--- src/rtl/exnode_pkg.sv ---
package exnode_pkg;

    // Running state of a one-shot width counter.
    typedef enum logic {
        PG_IDLE = 1'b0,
        PG_RUN  = 1'b1
    } pg_state_e;

    // Bits needed to hold the value n (at least one).
    function automatic int unsigned cnt_bits(input int unsigned n);
        return (n < 2) ? 1 : $clog2(n + 1);
    endfunction

endpackage

--- src/rtl/exnode_synapse.sv ---
module exnode_synapse #(
    parameter int unsigned N_IN = 3
) (
    input  logic            clk_i,
    input  logic            rst_i,
    input  logic [N_IN-1:0] links_i,
    output logic            rise_o
);

    typedef struct packed {
        logic prev;
    } syn_state_t;

    syn_state_t s_d, s_q;
    logic       merged;

    always_comb begin
        merged   = |links_i;
        s_d      = s_q;
        s_d.prev = merged;
        rise_o   = merged & ~s_q.prev;
    end

    always_ff @(posedge clk_i) begin
        if (rst_i) begin
            s_q.prev <= 1'b0;
        end else begin
            s_q <= s_d;
        end
    end

endmodule

--- src/rtl/exnode_gate.sv ---
module exnode_gate (
    input  logic rise_i,
    input  logic locked_i,
    output logic fire_o
);

    always_comb begin
        fire_o = rise_i & ~locked_i;
    end

endmodule

--- src/rtl/exnode_pulse_gen.sv ---
module exnode_pulse_gen
    import exnode_pkg::*;
#(
    parameter int unsigned WIDTH = 4
) (
    input  logic clk_i,
    input  logic rst_i,
    input  logic trig_i,
    output logic pulse_o
);

    localparam int unsigned CW = cnt_bits(WIDTH - 1);
    localparam logic [CW-1:0] LOAD = CW'(WIDTH - 1);

    typedef struct packed {
        pg_state_e       st;
        logic [CW-1:0]   left;
    } pg_t;

    pg_t p_d, p_q;

    always_comb begin
        p_d = p_q;
        if (trig_i) begin
            p_d.st   = PG_RUN;
            p_d.left = LOAD;
        end else if (p_q.st == PG_RUN) begin
            if (p_q.left == '0) begin
                p_d.st = PG_IDLE;
            end else begin
                p_d.left = p_q.left - 1'b1;
            end
        end
        pulse_o = (p_q.st == PG_RUN);
    end

    always_ff @(posedge clk_i) begin
        if (rst_i) begin
            p_q.st   <= PG_IDLE;
            p_q.left <= '0;
        end else begin
            p_q <= p_d;
        end
    end

endmodule

--- src/rtl/exnode_top.sv ---
module exnode_top #(
    parameter int unsigned N_IN    = 3,
    parameter int unsigned SPIKE_W = 4,
    parameter int unsigned REFR_W  = 10
) (
    input  logic            clk_i,
    input  logic            rst_i,
    input  logic [N_IN-1:0] stim_i,
    output logic            spike_o,
    output logic            refr_o
);

    localparam int unsigned N_GEN = 2;

    logic             rise;
    logic             fire;
    logic [N_GEN-1:0] pulses;

    if (SPIKE_W < 1 || REFR_W < SPIKE_W) begin : g_bad_cfg
        $error("exnode_top: lockout must be at least as long as a nonzero spike");
    end

    exnode_synapse #(
        .N_IN (N_IN)
    ) u_syn (
        .clk_i   (clk_i),
        .rst_i   (rst_i),
        .links_i (stim_i),
        .rise_o  (rise)
    );

    exnode_gate u_gate (
        .rise_i   (rise),
        .locked_i (pulses[1]),
        .fire_o   (fire)
    );

    for (genvar g = 0; g < N_GEN; g++) begin : g_pgen
        localparam int unsigned W = (g == 0) ? SPIKE_W : REFR_W;
        exnode_pulse_gen #(
            .WIDTH (W)
        ) u_pg (
            .clk_i   (clk_i),
            .rst_i   (rst_i),
            .trig_i  (fire),
            .pulse_o (pulses[g])
        );
    end

    always_comb begin
        spike_o = pulses[0];
        refr_o  = pulses[1];
    end

endmodule

--- config.mk ---
export PLATFORM = sky130hd
export DESIGN_NAME = exnode_top
export DESIGN_NICKNAME = d
export VERILOG_FILES = /design/src/rtl/exnode_pkg.sv /design/src/rtl/exnode_synapse.sv /design/src/rtl/exnode_gate.sv /design/src/rtl/exnode_pulse_gen.sv /design/src/rtl/exnode_top.sv
export SDC_FILE = /design/constraint.sdc
export NUM_CORES = 1
export LEC_CHECK = 0
export BUFFER_PORTS_ARGS = -buffer_cell sky130_fd_sc_hd__buf_2
export CORE_AREA = 5 5 42 44
export DETAILED_ROUTE_END_ITERATION = 12
export DIE_AREA = 0 0 47 49
export PLACE_DENSITY = 0.58
export SKIP_LAST_GASP = 1
export SYNTH_ARGS = -nofsm -noshare
export SYNTH_HDL_FRONTEND = slang
export SYNTH_SLANG_ARGS = --single-unit
--- constraint.sdc ---
create_clock -name clk_i -period 2.4 [get_ports clk_i]
set_clock_uncertainty 0.1 [all_clocks]
set_input_delay 0.24 -clock clk_i [delete_from_list [all_inputs] [get_ports clk_i]]
set_output_delay 0.24 -clock clk_i [all_outputs]
set_load 0.005 [all_outputs]
Word-level counts from Yosys, hierarchy flattened
Cells that the tools add are included.
- flip-flop bits (word level): 9
- latch bits: 0
- bits in writable memories: 0
- memory bits (read-only): 0
- output and inout port bits: 2
- memories: 0
- add/subtract/negate cells: 2
- multiply operators: 0
- div/mod/pow operators: 0
- $lt $le $gt $ge: 0
- equal/unequal tests: 2
- shift operators: 0
- muxes and demuxes: 8
- bitwise logic cells: 5
- reduce and logical (&&, ||, !) cells: 9
- operator list (cell ; count):
    5-bit two-way mux ; 2
    3-bit two-way mux ; 2
    2-bit AND reduction ; 3
    4-bit zero test ; 1
    4-bit two-way mux ; 1
    2-bit != test (second input constant) ; 2
    2-bit nonzero test ; 2
    4-bit by 1-bit subtractor with 4-bit output (second input constant) ; 1
    1-bit NOT ; 3
    3-bit OR reduction ; 1
    1-bit bitwise AND ; 2
    2-bit zero test ; 1
    1-bit two-way mux ; 2
    2-bit two-way mux ; 1
    2-bit OR reduction ; 1
    2-bit by 1-bit subtractor with 2-bit output (second input constant) ; 1

Longest topological paths before layout
Gate-level depths: netlist of run 1.
- word-level depth: 5
- gate-level depth with buffers: 5

Hierarchy
A second synthesis of run 1 with hierarchy kept.
- cells, all modules: 47
- area total of the unflattened synthesis: 449.2 um2
- modules (own cells, without submodules) (module ; instances ; cells each ; area each (um2) ; seq. area each (um2)):
    exnode_pulse_gen (g_pgen[1].u_pg) ; 1 ; 28 ; 251.5 ; 100.1
    exnode_pulse_gen (g_pgen[0].u_pg) ; 1 ; 14 ; 146.4 ; 60.1
    exnode_synapse ; 1 ; 4 ; 37.5 ; 20.0
    exnode_gate ; 1 ; 1 ; 13.8 ; 0.0

Least setup slack after synthesis of run 1
OpenSTA, ideal clock, no wires.
- kind: reg-to-reg
- from: register g_pgen[1].u_pg.p_q[0] (netlist bit)
- to: register g_pgen[1].u_pg.p_q[1] (netlist bit)
- setup time: 103 ps
- arrival time: 1406 ps
- setup slack: 791 ps
- cell stages (with the launch flop): 6
- clock period less this slack: 1609 ps
- cell sequence: dfxtp_1 > inv_1 > ha_1 > or3b_4 > and2_4 > a2111oi_2
- longest elaborated chain between the ends: 3
- RTL lines (what ; line ; source):
    start, declared ; exnode_pulse_gen.sv:20 ; pg_t p_d, p_q;
    start signal, assigned ; exnode_pulse_gen.sv:42 ; p_q <= p_d;
    branches (longest 3 deep; another with 4-bit by 1-bit subtractor with 4-bit output) ; -- ;
Several ways; the timed one is not identified.
A chain may end at the register's enable or synchronous reset.

Worst setup path in the final report of run 1
Ends and elaborated chain as after synthesis.

==> results_dict.tcl, run 1 <==
set metrics [dict create \
    status "finished, final reports clean" \
    leakage_uw 0.0001923 \
    synth_fa_ha_area_share_pct 6.079 \
    io_buffer_count 6 \
    n_antenna_cell 0 \
    syn_to_final_growth_pct 16.41 \
    syn_avg_cell_area_sq_um 9.573 \
    crit_path_end_kind "flip-flop" \
    worstMarginPinSlew_ns 0.3955 \
    drv_cap 0 \
    yosys.area_share.simple_pct 20.06 \
    critPathRequiredTime_ns 2.45 \
    syn_area_sq_um 411.6 \
    rows 14 \
    h-tree-depth 1 \
    cts_resized 0 \
    grt_use_total_pct 7.491 \
    start_kind "flip-flop" \
    tns_ns 0 \
    grt_pass1_wl_microns 1242 \
    period_needed_ns 1.710 \
    gp_congestion 0.6367 \
    nNetsFinal 59 \
    cts_tree "done" \
    ys_seq_area_share_pct 43.77 \
    synthMuxAreaShare_pct 5.167 \
    die_area_sq_um 2303 \
    relSlewSlack_pct 73.43 \
    ir_drop_mv 0.3171 \
    synth_edf_count 0 \
    layout_common_cells "dfxtp_1, a21oi_1, buf_2, inv_1" \
    die_h_microns 49 \
    setup_ws_ns 0.6896 \
    max_freq_mhz 584.7 \
    postCtsHoldBufs 0 \
    syn_inst 43 \
    final.period_utilization_pct 71.27 \
    yosys.area.top_type "dfxtp_1" \
    finalSetupViolCount 0 \
    placed_cells 63 \
    viasPerCell 4.806 \
    synth_xor_area_share_pct 2.128 \
    cts_sinks 9 \
    drt-total-wl_microns 678 \
    antenna_found_initial 0 \
    drt_iter0_drc 3 \
    maxSlewViolCount 0 \
    grt_max_degree 11 \
    hold_viol 0 \
    path_clk_slew_ns 0.06 \
    cts_inserted_buffers 3 \
    postCtsSetupBuffers 0 \
    ys_ff_latch 9 \
    power_density_nw_per_um2 756.2 \
    hold_path.class "primary input to flip-flop" \
    path_cells "inv_1 -> ha_1 -> or3b_4 -> and2_4 -> a2111oi_2" \
    synth_warnings 0 \
    num_vias 322 \
    rsz0062_at_grt "false" \
    synth_nets 50 \
    cts.path.max_buffers 2 \
    start_util_pct 29.38 \
    ios 7 \
    arrival_ns 1.76 \
    detailedPlace.worstSlack_ns 0.6894 \
    synth_area_leaders "dfxtp_1, a21oi_1, ha_1" \
    synth_cell_types 22 \
    slowest_delay_ns 0.41 \
    synth_top_area_share_pct 43.77 \
    drive_above_1_share_pct 31.37 \
    critPathKind "flip-flop to flip-flop" \
    hold_ws_ns 0.1154 \
    firstDrtPassIters 4 \
    core_region_area_sq_um 1401 \
    crit_fanout 4 \
    cpLargestDelayFamily "simple AND/OR/NAND/NOR gates" \
    dp.final_hpwl_microns 519.3 \
    synth_top_family_by_area "simple AND/OR/NAND/NOR gates" \
    final_cells 67 \
    die_width_microns 47 \
    grt_pass1_vias 301 \
    route.detailed.drc 0 \
    final_common_cell "dfxtp_1" \
    postRouteAntennaNets 0 \
    async_flop_share_pct 0 \
    slowest_stage "or3b_4" \
    wl_per_cell_microns 10.12 \
    grt-ovfl-total 0 \
    clock_latency_ns 0.25 \
    cts_root_buf "clkbuf_4" \
    critical_path_buf_inv_count 1 \
    synthFlopType "dfxtp_1" \
    synth-compound-area-share_pct 17.02 \
]
## synthesized netlist by cell type (2+ instances only)
cell,number
nor2_1,2
nand2_1,2
a21oi_1,6
inv_1,4
dfxtp_1,9
ha_1,2
nor3_1,3
## final timing paths
kind	end	startpoint	slack, ns	cells past startpoint
max	g_pgen[1].u_pg.p_q[1]	g_pgen[1].u_pg.p_q[0]	0.69	5
min	u_syn.s_q	stim_i[2]	0.12	3
max reg2reg	g_pgen[1].u_pg.p_q[1]	g_pgen[1].u_pg.p_q[0]	0.69	5
min reg2reg	g_pgen[1].u_pg.p_q[0]	g_pgen[1].u_pg.p_q[0]	0.41	2
## where the power goes
part / switching [uW] / internal, uW / total (uW)
logic: 33.7 / 38.3 / 72.0
registers: 12.5 / 165 / 177
clock network: 49.2 / 63.8 / 113
total: 95.4 / 267 / 362
## worst reg2reg max path: cells and delay by family, from the launching register on
kind,cells,cell delay [ns]
DFF,1,0.32
adders and majority gates,1,0.20
AOI/OAI and AO/OA,1,0.34
buffers and inverters,1,0.07
and+or+nand+nor,2,0.58
## flip-flops by register name, indices dropped and copies added, names as in the netlist
name and cells:
g_pgen.u_pg.p_q 6, g_pgen.u_pg.pulse_o 2, u_syn.s_q 1
## stage by stage
step           total power [uW]  utilization (%)  area, sq um
2_1_floorplan             237.0                -        411.6
3_3_place_gp              251.7            32.32        452.9
3_5_place_dp              253.4            32.32        452.9
4_1_cts                   368.4            34.20        479.2
5_1_grt                   392.0            34.20        479.2
6_report                  362.4            34.20        479.2
## area by class of cell
type	count	area, sq um
timing repair buffer	6	30.03
fill	161	922.1
tap	16	20.02
multi-input combinational	28	207.7
clock buffer	4	26.28
sequential	9	180.2
inverter	4	15.01
## routing by layer
layer  routed length (microns)  GRT usage [%]  vias up  part of all wire, %
met5                         0              0        -                    0
met3                        34          3.321        0                  5.0
met1                       329          10.44      149                   49
met2                       314          9.276        6                   46
li1                          -              -      167                    -
met4                         0          4.147        0                    0
## cell families (layout without fill, tap and decap cells)
logic type | Yosys count | count (layout)
and+or+nand+nor | 13 | 13
AOI/OAI and AO/OA | 10 | 10
buffers and inverters | 6 | 14
DFF | 9 | 9
adders and majority gates | 2 | 2
xor gates and xnor gates | 1 | 1
muxes | 2 | 2
No activity file was read; power rests on OpenSTA's default activity.
==> run 2: changes to the inputs <==
- PLACE_DENSITY: 0.58 -> 0.6
- clock period: 2.4 -> 1.45 ns (I/O delays scaled with it)
==> run 2 against run 1 <==
Sequential power rose by 63%. Cell count rose by 10%. Largest cell class unchanged. Critical endpoint unchanged. The run now ends with negative setup slack left. Fmax rose by 11%.
==> results_dict.tcl, run 2 (synthesized netlist as in run 1, its figures left out) <==
set metrics [dict create \
    status "complete, but fails checks" \
    violations "negative setup slack" \
    grt_pass1_wl_microns 1455 \
    grt-ovfl-total 0 \
    die_area_sq_um 2303 \
    worstReg2RegEnd "g_pgen[1].u_pg.p_q[1]" \
    min_to "u_syn.s_q" \
    critPathKind "flip-flop to flip-flop" \
    hold_path.class "primary input to flip-flop" \
    postCtsHoldBufs 0 \
    route.detailed.drc 0 \
    regToRegStartpoint "g_pgen[1].u_pg.p_q[1]" \
    grt_use_total_pct 8.463 \
    maxSlewViolCount 0 \
    hold_viol 0 \
    cts.path.max_buffers 2 \
    power_density_nw_per_um2 1151 \
    drive_above_1_share_pct 50.00 \
    arrival_ns 1.58 \
    crit_fanout 4 \
    regMostFlops "g_pgen.u_pg.p_q" \
    clock_latency_ns 0.25 \
    rsz0062_at_grt "true" \
    antenna_found_initial 0 \
    period_needed_ns 1.541 \
    viasPerCell 4.743 \
    start_kind "flip-flop" \
    grt_max_degree 10 \
    start_util_pct 29.38 \
    path_cells "inv_2 -> ha_4 -> or3b_4 -> and2_4 -> a2111oi_4" \
    cts_root_buf "clkbuf_4" \
    detailedPlace.worstSlack_ns -0.1246 \
    drt_iter0_drc 0 \
    grt_pass1_vias 370 \
    wl_per_cell_microns 10.27 \
    r2r_slack_ns -0.09 \
    final.period_utilization_pct 106.3 \
    drv_cap 0 \
    nNetsFinal 66 \
    h-tree-depth 1 \
    io_buffer_count 6 \
    postRouteAntennaNets 0 \
    ff2ff_path_depth 5 \
    ir_drop_mv 0.5395 \
    ios 7 \
    cts_tree "done" \
    max_freq_mhz 649.0 \
    n_antenna_cell 0 \
    syn_to_final_growth_pct 38.60 \
    layout_common_cells "dfxtp_1, buf_4, a21oi_1, buf_2" \
    placed_area_sq_um 513.0 \
    firstDrtPassIters 1 \
    cts_inserted_buffers 3 \
    total_power_uw 656.7 \
    finalSetupViolCount 1 \
    num_vias 351 \
    setup_ws_ns -0.09088 \
    critPathRequiredTime_ns 1.49 \
    crit_path_end_kind "flip-flop" \
    core_region_area_sq_um 1401 \
    cts_sinks 9 \
    worstMarginPinSlew_ns 0.5085 \
    fillers 159 \
    gp_congestion 0.6696 \
    die_h_microns 49 \
    holdCritStartpoint "stim_i[2]" \
    hold_depth 3 \
    drt-total-wl_microns 760 \
    dp.final_hpwl_microns 577.1 \
    die_width_microns 47 \
    slowest_stage "or3b_4" \
    final_area_sq_um 570.5 \
    leakage_uw 0.0002322 \
    relSlewSlack_pct 65.84 \
    path_clk_slew_ns 0.05 \
    slowest_delay_ns 0.40 \
    largest_register_ffs 6 \
    rows 14 \
]
-- run 2: worst max-delay path by stage --
stage | startpoint | endpoint | depth (start not counted)
2_1_floorplan | g_pgen[1].u_pg.p_q[1] | g_pgen[1].u_pg.p_q[1] | 5
3_5_place_dp | g_pgen[1].u_pg.p_q[1] | g_pgen[1].u_pg.p_q[1] | 5
4_1_cts | g_pgen[1].u_pg.p_q[1] | g_pgen[1].u_pg.p_q[1] | 5
3_3_place_gp | g_pgen[1].u_pg.p_q[1] | g_pgen[1].u_pg.p_q[1] | 5
6_report | g_pgen[1].u_pg.p_q[1] | g_pgen[1].u_pg.p_q[1] | 5
5_1_grt | g_pgen[1].u_pg.p_q[1] | g_pgen[1].u_pg.p_q[1] | 5
-- run 2: what timing repair did --
item | CTS | global route
pin swaps | 0 | 1
gates resized for setup | 1 | 2
setup endpoints to repair | 1 | 3
cloned | 0 | 0
buffers inserted | 0 | 1
-- run 2: power breakdown --
part	internal [uW]	total (uW)	switching [uW]
Clock	105	182	76.3
Combinational	104	187	83.6
Sequential	274	288	14.0
-- run 2: cell type report --
class	instances	area, sq um	share of cell area (%)
multi-input cells	28	244.0	42.76
inverters	4	15.01	2.632
well taps	16	20.02	3.509
flip-flops and latches	9	182.7	32.02
repair buffers	13	82.58	14.47
clock buffers	4	26.28	4.605
-- run 2: metal layers --
metal	global-route usage, %	up-vias	part of all wire (%)
li1	-	185	-
met1	9.934	158	43
met2	12.90	6	52
met3	2.214	2	3.4
met4	5.530	0	1.3
met5	0	-	0
-- run 2: critical path, delay by kind of cell, from the launching register on --
kind / cells / cell delay (ns)
and+or+nand+nor: 2 / 0.56
AOI/OAI and AO/OA: 1 / 0.28
adders and majority gates: 1 / 0.12
buffers and inverters: 1 / 0.06
DFF: 1 / 0.32
-- run 2: per-stage QoR --
stage	util, %	std cells	setup TNS (ns)	hold slack, ns
2_1_floorplan	-	43	-0.03516	0.1812
3_3_place_gp	36.61	69	-0.07892	0.2707
3_5_place_dp	36.61	69	-0.1246	0.2825
4_1_cts	39.38	73	-0.09465	0.02100
5_1_grt	40.71	74	-0.1591	0.05780
6_report	40.71	74	-0.09088	0.02817
